===== src/rtl/sram_ctl_pkg.sv =====
`timescale 1ns/1ps
// Shared types and helpers for the static RAM controller.
// Assumes all timing values are positive integers in nanoseconds.
package sram_ctl_pkg;

    typedef enum logic [2:0] {
        ST_IDLE,
        ST_TURN,
        ST_WSET,
        ST_WPUL,
        ST_RACC,
        ST_DONE
    } ctl_state_t;

    // Ceiling division of a time by the clock period, at least one cycle.
    function automatic int ns_to_cyc(input int t_ns, input int clk_ns);
        int c;
        c = (t_ns + clk_ns - 1) / clk_ns;
        return (c < 1) ? 1 : c;
    endfunction

    function automatic int imax(input int a, input int b);
        return (a > b) ? a : b;
    endfunction

endpackage


===== src/rtl/sram_phase_timer.sv =====
`timescale 1ns/1ps
// Down-counter that times one access phase.
// Loading V makes expired true after V further clock edges.
// Assumes load is not asserted together with a pending count that matters.
module sram_phase_timer #(
    parameter int TW = 4
) (
    input  logic          clk,
    input  logic          rst_n,
    input  logic          load,
    input  logic [TW-1:0] load_val,
    output logic          expired
);
    logic [TW-1:0] cnt_q;

    // Load a new phase length, or count down to zero.
    always_ff @(posedge clk) begin
        if (!rst_n)
            cnt_q <= '0;
        else if (load)
            cnt_q <= load_val;
        else if (cnt_q != '0)
            cnt_q <= cnt_q - 1'b1;
    end

    assign expired = (cnt_q == '0);
endmodule


===== src/rtl/sram_float_guard.sv =====
`timescale 1ns/1ps
// Counts the cycles for which the memory output enable has been high.
// This shows when the memory's data pins are certain to float.
// Assumes the bus is floated at reset (counter starts saturated).
module sram_float_guard #(
    parameter int N_HZ = 2
) (
    input  logic clk,
    input  logic rst_n,
    input  logic oe_n,
    output logic float_ok,
    output logic float_soon
);
    localparam int CW = $clog2(N_HZ + 1) + 1;

    logic [CW-1:0] hi_cnt_q;

    // Restart on output enable low, saturate at N_HZ while it is high.
    always_ff @(posedge clk) begin
        if (!rst_n)
            hi_cnt_q <= CW'(N_HZ);
        else if (!oe_n)
            hi_cnt_q <= '0;
        else if (hi_cnt_q < CW'(N_HZ))
            hi_cnt_q <= hi_cnt_q + 1'b1;
    end

    assign float_ok   = (hi_cnt_q >= CW'(N_HZ));
    assign float_soon = float_ok || (oe_n && (hi_cnt_q == CW'(N_HZ - 1)));
endmodule


===== src/rtl/sram_ctl.sv =====
`timescale 1ns/1ps
// Top of the static RAM controller: host request port plus strobe sequencer.
// It converts nanosecond minimums into cycle counts and drives the strobes
// straight from the registered state.
// Assumes the host keeps req low in idle unless it wants a new access.
module sram_ctl
    import sram_ctl_pkg::*;
#(
    parameter int AW      = 15,
    parameter int DW      = 8,
    parameter int CLK_NS  = 10,
    parameter int T_WC    = 55,
    parameter int T_AW    = 45,
    parameter int T_PWE   = 40,
    parameter int T_SD    = 25,
    parameter int T_RC    = 55,
    parameter int T_AA    = 55,
    parameter int T_DOE   = 25,
    parameter int T_HZOE  = 20
) (
    input  logic          clk,
    input  logic          rst_n,
    input  logic          req,
    input  logic          req_we,
    input  logic [AW-1:0] req_addr,
    input  logic [DW-1:0] req_wdata,
    output logic          rsp_done,
    output logic [DW-1:0] rsp_rdata,
    output logic          sram_ce_n,
    output logic          sram_oe_n,
    output logic          sram_we_n,
    output logic [AW-1:0] sram_addr,
    output logic [DW-1:0] sram_dout,
    input  logic [DW-1:0] sram_din,
    output logic          sram_drv
);
    localparam int N_PWE = imax(ns_to_cyc(T_PWE, CLK_NS), ns_to_cyc(T_SD, CLK_NS));
    localparam int N_WR  = imax(ns_to_cyc(T_WC, CLK_NS), ns_to_cyc(T_AW, CLK_NS));
    localparam int N_PRE = imax(1, N_WR - N_PWE);
    localparam int N_RD  = imax(ns_to_cyc(T_RC, CLK_NS),
                                imax(ns_to_cyc(T_AA, CLK_NS), ns_to_cyc(T_DOE, CLK_NS)));
    localparam int N_HZ  = ns_to_cyc(T_HZOE, CLK_NS);
    localparam int TW    = $clog2(imax(N_PRE, imax(N_PWE, N_RD)) + 1) + 1;

    ctl_state_t    state_q, state_d;
    logic          op_we_q;
    logic [AW-1:0] addr_q;
    logic [DW-1:0] wdata_q;
    logic [DW-1:0] rdata_q;
    logic          tmr_load;
    logic [TW-1:0] tmr_val;
    logic          tmr_done;
    logic          float_ok;
    logic          float_soon;

    sram_phase_timer #(.TW(TW)) timer_i (
        .clk      (clk),
        .rst_n    (rst_n),
        .load     (tmr_load),
        .load_val (tmr_val),
        .expired  (tmr_done)
    );

    sram_float_guard #(.N_HZ(N_HZ)) guard_i (
        .clk        (clk),
        .rst_n      (rst_n),
        .oe_n       (sram_oe_n),
        .float_ok   (float_ok),
        .float_soon (float_soon)
    );

    // Next-state and phase-length selection.
    always_comb begin
        state_d  = state_q;
        tmr_load = 1'b0;
        tmr_val  = '0;
        unique case (state_q)
            ST_IDLE: if (req) begin
                tmr_load = 1'b1;
                if (!req_we) begin
                    state_d = ST_RACC;
                    tmr_val = TW'(N_RD - 1);
                end else if (float_soon) begin
                    state_d = ST_WSET;
                    tmr_val = TW'(N_PRE - 1);
                end else begin
                    state_d = ST_TURN;
                end
            end
            ST_TURN: if (float_soon) begin
                state_d  = ST_WSET;
                tmr_load = 1'b1;
                tmr_val  = TW'(N_PRE - 1);
            end
            ST_WSET: if (tmr_done) begin
                state_d  = ST_WPUL;
                tmr_load = 1'b1;
                tmr_val  = TW'(N_PWE - 1);
            end
            ST_WPUL: if (tmr_done) state_d = ST_DONE;
            ST_RACC: if (tmr_done) state_d = ST_DONE;
            ST_DONE: state_d = ST_IDLE;
            default: state_d = ST_IDLE;
        endcase
    end

    // State register.
    always_ff @(posedge clk) begin
        if (!rst_n) state_q <= ST_IDLE;
        else        state_q <= state_d;
    end

    // Capture the request fields once, at acceptance.
    always_ff @(posedge clk) begin
        if (!rst_n) begin
            op_we_q <= 1'b0;
            addr_q  <= '0;
            wdata_q <= '0;
        end else if (state_q == ST_IDLE && req) begin
            op_we_q <= req_we;
            addr_q  <= req_addr;
            wdata_q <= req_wdata;
        end
    end

    // Sample the read byte on the last edge of the read phase.
    always_ff @(posedge clk) begin
        if (!rst_n)
            rdata_q <= '0;
        else if (state_q == ST_RACC && tmr_done)
            rdata_q <= sram_din;
    end

    // Strobes and bus control decoded from the state register.
    always_comb begin
        sram_ce_n = !(state_q inside {ST_WSET, ST_WPUL, ST_RACC});
        sram_we_n = (state_q != ST_WPUL);
        sram_oe_n = (state_q != ST_RACC);
        sram_drv  = (state_q inside {ST_WSET, ST_WPUL}) ||
                    (state_q == ST_DONE && op_we_q);
    end

    assign sram_addr = addr_q;
    assign sram_dout = wdata_q;
    assign rsp_done  = (state_q == ST_DONE);
    assign rsp_rdata = rdata_q;

    // Assertion support: length of the current write strobe.
    logic [TW:0] we_low_cnt;
    // Count cycles with the write strobe low.
    always_ff @(posedge clk) begin
        if (!rst_n)               we_low_cnt <= '0;
        else if (!sram_we_n)      we_low_cnt <= we_low_cnt + 1'b1;
        else                      we_low_cnt <= '0;
    end

    AST_RESET_IDLE: assert property (@(posedge clk)
        !rst_n |=> (sram_ce_n && sram_oe_n && sram_we_n && !sram_drv && !rsp_done));
    AST_WE_IN_SELECT: assert property (@(posedge clk) disable iff (!rst_n)
        !sram_we_n |-> !sram_ce_n);
    AST_WE_PULSE_WIDTH: assert property (@(posedge clk) disable iff (!rst_n)
        $rose(sram_we_n) |-> (we_low_cnt >= (TW+1)'(N_PWE)));
    AST_OE_HIGH_IN_WRITE: assert property (@(posedge clk) disable iff (!rst_n)
        !sram_we_n |-> sram_oe_n);
    AST_DRV_AFTER_FLOAT: assert property (@(posedge clk) disable iff (!rst_n)
        sram_drv |-> (sram_oe_n && float_ok));
    AST_DONE_PULSE: assert property (@(posedge clk) disable iff (!rst_n)
        rsp_done |=> !rsp_done);
    AST_ADDR_STABLE: assert property (@(posedge clk) disable iff (!rst_n)
        (!sram_ce_n && $past(!sram_ce_n)) |-> ($stable(sram_addr) && $stable(sram_dout)));
endmodule


===== config.mk =====
export PLATFORM = sky130hd
export DESIGN_NAME = sram_ctl
export DESIGN_NICKNAME = d
export VERILOG_FILES = /design/src/rtl/sram_ctl_pkg.sv /design/src/rtl/sram_phase_timer.sv /design/src/rtl/sram_float_guard.sv /design/src/rtl/sram_ctl.sv
export SDC_FILE = /design/constraint.sdc
export NUM_CORES = 1
export LEC_CHECK = 0
export CAP_MARGIN = 15
export CORE_ASPECT_RATIO = 0.75
export CORE_UTILIZATION = 47
export CTS_CLUSTER_SIZE = 8
export DETAILED_ROUTE_END_ITERATION = 10
export HOLD_SLACK_MARGIN = 0.05
export PLACE_DENSITY_LB_ADDON = 0.2
export SLEW_MARGIN = 20
export SYNTH_ARGS = -nofsm -noshare
export SYNTH_HDL_FRONTEND = slang
export SYNTH_SLANG_ARGS = --single-unit

===== constraint.sdc =====
create_clock -name clk -period 4.2 [get_ports clk]
set_input_delay 0.63 -clock clk [delete_from_list [all_inputs] [get_ports clk]]
set_output_delay 0.63 -clock clk [all_outputs]
set_load 0.02 [all_outputs]

Word level (Yosys, flattened, before mapping):

Index checks and enable logic that the tools add are counted.

* input bits: 35
* output and inout port bits: 36
* word-level logic and storage cells: 61
* register bits: 42

* eq/ne operators: 13
* order comparisons: 2
* muxes and demuxes: 20
* reductions and logical operators: 16
* $add $sub $neg: 2

Operator list (count)
* 2-to-1 mux 3 bit: 7
* case mux 3 bit (4 select lines): 1
* case mux 3 bit (3 select lines): 1
* 2-to-1 mux 2 bit: 4
* 2-to-1 mux 4 bit: 2
* inequality test 2 bit, second input constant: 4
* equality test 3 x 1 -> 1 bit, second input constant: 2
* equality test 3 x 2 -> 1 bit, second input constant: 2
* equality test 3 bit, second input constant: 2
* logical AND 1 bit: 4
* zero test 4 bit: 1
* 2-to-1 mux 1 bit: 4
* AND reduction 4 bit: 1
* nonzero test 2 bit: 2
* nonzero test 4 bit: 1
* subtractor 4 x 1 -> 4 bit, second input constant: 1
* adder 3 x 1 -> 3 bit, second input constant: 1
* >= comparator 3 x 2 -> 1 bit, second input constant: 1
* zero test 3 bit: 1
* < comparator 3 x 2 -> 1 bit, second input constant: 1
* inequality test 3 x 2 -> 1 bit, second input constant: 1
* inequality test 3 bit, second input constant: 1
* case mux 1 bit (3 select lines): 1
* nonzero test 3 bit: 1
* other kinds (5): 6

Depth between registers and ports, before layout:

* depth in word-level cells: 8
* depth in mapped cells: 7
* gate-level depth less buffers: 6

By module:

A second synthesis with hierarchy kept.

* cells, all modules: 218
* area, all modules: 1855.5 µm²

Modules (own cells, without submodules)
* sram_ctl: area each 1470.2 µm², seq. area each 700.7 µm², cells an instance 178, times used 1
* sram_phase_timer: area each 230.2 µm², seq. area each 80.1 µm², cells an instance 23, times used 1
* sram_float_guard: area each 155.1 µm², seq. area each 60.1 µm², cells an instance 17, times used 1

Least setup slack after synthesis:

OpenSTA, ideal clock, no wires.

* kind: register to register
* start point: register guard_i.hi_cnt_q[1]
* end point: register timer_i.cnt_q[2]
* period minus slack after synthesis: 1.691 ns
* library setup time: 0.116 ns
* slack: 2.509 ns
* stages on the path, launching flop included: 7
* data required time: 4.084 ns
* buffers on the path: 0
* data arrival time: 1.575 ns
* cell sequence: dfxtp_1 -> inv_1 -> ha_1 -> nor4_4 -> nor3b_2 -> or2_4 -> o211a_1

* cells in the longest elaborated chain, start to end: 6
* elaborated cells between the ends (all ways): 8
* classes of those cells: order compare (1); eq/ne (1); mux (3); reduce/logical (3)

Ends and longest elaborated chain
* from (decl): RTL line sram_float_guard.sv:16 `logic [CW-1:0] hi_cnt_q;`
* from (signal assigned): RTL line sram_float_guard.sv:21 `hi_cnt_q <= CW'(N_HZ);`
* from (signal assigned): RTL line sram_float_guard.sv:25 `hi_cnt_q <= hi_cnt_q + 1'b1;`
* parallel branches: the longest is 2 deep, another holds >= comparator 3 x 2 -> 1 bit
* logical OR 1 bit (*): RTL line sram_float_guard.sv:29 `assign float_soon = float_ok || (oe_n && (hi_cnt_q == CW'(N_HZ - 1)));`
* 2-to-1 mux 1 bit (*): RTL line sram_ctl.sv:90 `ST_TURN: if (float_soon) begin`
* case mux 1 bit (3 select lines) (*): RTL line sram_ctl.sv:77 `unique case (state_q)`
* 2-to-1 mux 4 bit / nonzero test 2 bit (equally long branches)
* to (signal assigned): RTL line sram_phase_timer.sv:21 `cnt_q <= load_val;`
* to (signal assigned): RTL line sram_phase_timer.sv:23 `cnt_q <= cnt_q - 1'b1;`
* to (decl): RTL line sram_phase_timer.sv:14 `logic [TW-1:0] cnt_q;`

Every way passes the cells marked *.
A chain may end at the register's enable or synchronous reset.

Final worst setup path:

* start point: register state_q[0]
* end point: output sram_drv

* cells in the longest elaborated chain, start to end: 3
* elaborated cells between the ends (all ways): 6
* classes of those cells: eq/ne (3); reduce/logical (3)

Ends and longest elaborated chain
* from (decl): RTL line sram_ctl.sv:45 `ctl_state_t state_q, state_d;`
* from (signal assigned): RTL line sram_ctl.sv:110 `else state_q <= state_d;`
* equality test 3 x 2 -> 1 bit / equality test 3 bit (equally long branches): RTL line sram_ctl.sv:139, sram_ctl.sv:140
* nonzero test 2 bit / logical AND 1 bit (equally long branches): RTL line sram_ctl.sv:139, sram_ctl.sv:140
* logical OR 1 bit (*): RTL line sram_ctl.sv:139 `sram_drv = (state_q inside {ST_WSET, ST_WPUL}) ||`
* to (decl): RTL line sram_ctl.sv:35 `output logic sram_drv`

Mark *: on every way between the ends. The rest lies on a longest branch, timed or not.

==> flow_metrics.tcl <==
set metrics [dict create \
    num_antenna_cells 0 \
    postCtsSetupBuffers 0 \
    synth_cells 227 \
    min_period_ps 2765 \
    grt_pass1_wl_mm 7.003 \
    syn_to_final_growth_pct 47.25 \
    dieArea_um2 4178 \
    cpPeakStageDelay_ps 620 \
    cts_buffers 5 \
    synth_seq_cells 42 \
    io_buffers 70 \
    io-pin-count 71 \
    slowest_stage "dfxtp_1" \
    htree_num_levels 2 \
    fp-row-count 19 \
    worstPathCellList "nor2b_1 > and2_1 > a21o_1 > clkdlybuf4s50_1" \
    hold_viol 0 \
    yosys.area.top_type "dfxtp_1" \
    ys.flop_type "dfxtp_1" \
    tns_ps 0 \
    async_flop_share_pct 0 \
    critPathMaxFanout 14 \
    max_cap_violations 0 \
    nNetsFinal 335 \
    antenna_left 0 \
    cts_tree "done" \
    leakage_nw 1.002 \
    clk_pin_slew_ps 80 \
    firstDrtPassIters 4 \
    fp.dieH_um 56.23 \
    antenna_found_initial 0 \
    drv_slew 0 \
    grt.overflow.total 0 \
    ys_seq_area_share_pct 45.62 \
    drive_gt1_share_pct 6.419 \
    viasPerCell 5.149 \
    grtUsageTotal_pct 21.99 \
    num_vias 1792 \
    outcome "finished, final reports clean" \
    crit_path_start_kind "flip-flop" \
    cts.sinks 42 \
    dp_hpwl_mm 3.011 \
    cp_top_family "flip-flops" \
    post_cts_resized 0 \
    yosysWarnings 0 \
    start_util_pct 49.70 \
    clock_skew_ps 4.423 \
    slew_headroom_pct 37.18 \
    synthTopCellsByArea "dfxtp_1 46%, nand2_1 12%, a21oi_1 11%" \
    synth.distinct_cells 43 \
    ir_drop_mv 0.3464 \
    crit_type "reg -> out" \
    die_x_um 74.31 \
    synth_area_um2 1843 \
    critical_path_buf_inv_count 1 \
    grt_max_degree 38 \
    worst_hold_path_type "reg -> reg" \
    cp.required_ps 3570 \
    post-route-period-util_pct 65.82 \
    yosys.cell_count.top_type "nand2_1" \
    drt_iter0_markers 95 \
    core-area_um2 3709 \
    gp_congestion 0.8444 \
    place_inst 340 \
    stdcell_count 348 \
    routedWlPerCell_um 12.40 \
    max_freq_ghz 0.3617 \
    synth_top_area_share_pct 45.62 \
    yosys-top-cells-count "61 x nand2_1, 42 x dfxtp_1, 40 x a21oi_1" \
    setup_viol 0 \
    rsz0062_at_grt "false" \
    hold_buffers 0 \
    cts-root-buf "clkbuf_8" \
    insertion_delay_ps 290 \
    grt_pass1_vias 1563 \
    critPathCaptureType "output pin" \
    p_per_area_nw_per_um2 539.0 \
    routed_wl_mm 4.314 \
    avgSynthCellArea_um2 8.119 \
    worst_pin_slew_ps 939.7 \
    syn-num-nets 267 \
    drc_errors 0 \
    arrival_ps 2130 \
    utilization_pct 73.18 \
    clockBufferDepth 2 \
    synth_edf_count 0 \
]
[through the flow]
stage               power, mW  cell area (µm²)  hold slack [ps]  worst slack, ps
floorplan              0.8850             1843            436.9             2509
global placement        1.074             2571            440.9             1773
detailed placement      1.078             2571            446.1             1732
CTS                     1.471             2714            456.6             1476
global route            1.554             2714            477.1             1341
finish                  1.463             2714            455.4             1435
[worst register-to-register path, cell delays in order (launching register included)]
cell	delay, ps
dfxtp_1	620
nor2_1	120
nand3_1	660
o32ai_1	230
o211a_1	180
[sequential cells by signal, summed over array words and instances (netlist names)]
name              count
state_q               3
sram_addr            15
timer_i.cnt_q         4
op_we_q               1
rsp_rdata             8
guard_i.hi_cnt_q      3
sram_dout             8
[path summary, 6_finish.rpt]
kind                                    from                to  slack, ps  cells after the start
worst min-delay path            sram_addr[7]      sram_addr[7]        460                      2
worst max-delay path              state_q[0]          sram_drv       1440                      4
worst max register to register    state_q[0]  timer_i.cnt_q[2]       2290                      4
worst min register to register  sram_addr[7]      sram_addr[7]        460                      2
[power breakdown]
| group | internal, mW | total [mW] | switching [mW] |
|---|---|---|---|
| Combinational | 0.252 | 0.549 | 0.298 |
| Clock | 0.253 | 0.388 | 0.135 |
| Sequential | 0.463 | 0.525 | 0.0626 |
[layout make-up]
cell class	instances	area, µm²
Fill cell	302	994.7
Multi-Input combinational cell	166	915.9
Sequential cell	42	840.8
Timing Repair Buffer	73	723.2
Clock buffer	6	82.58
Tap cell	52	65.06
Clock inverter	2	60.06
Inverter	7	26.28
[layer usage]
| layer | GRT usage, % | vias to the layer above | wire length [µm] |
|---|---|---|---|
| met1 | 29.19 | 806 | 2073 |
| met5 | 0 | - | 0 |
| met4 | 9.973 | 0 | 97 |
| met2 | 32.73 | 64 | 1848 |
| met3 | 6.522 | 12 | 295 |
| li1 | - | 910 | - |
[layout by cell type (no fill, tap or decap), types with 2 or more instances in the layout]
master	count
a21oi_1	40
xnor2_1	3
nand3_1	11
inv_1	6
nand2b_1	2
nor3b_2	2
nor2b_1	3
o21ai_0	2
or3_1	2
clkbuf_8	6
dfxtp_1	42
buf_4	3
bufinv_16	2
clkdlybuf4s50_1	70
ha_1	5
nand2_1	61
nor3_1	3
nor2_1	7
[cells by family (layout without fill, tap and decap cells)]
| group | after synthesis | after routing | synth area share [%] |
|---|---|---|---|
| and+or+nand+nor | 101 | 101 | 26.55 |
| DFF | 42 | 42 | 45.62 |
| xor gates and xnor gates | 3 | 3 | 1.426 |
| buffers and inverters | 19 | 88 | 4.684 |
| AOI/OAI and AO/OA | 57 | 57 | 18.33 |
| adders and majority gates | 5 | 5 | 3.394 |
Note: power is estimated with default switching activity, not from simulation.
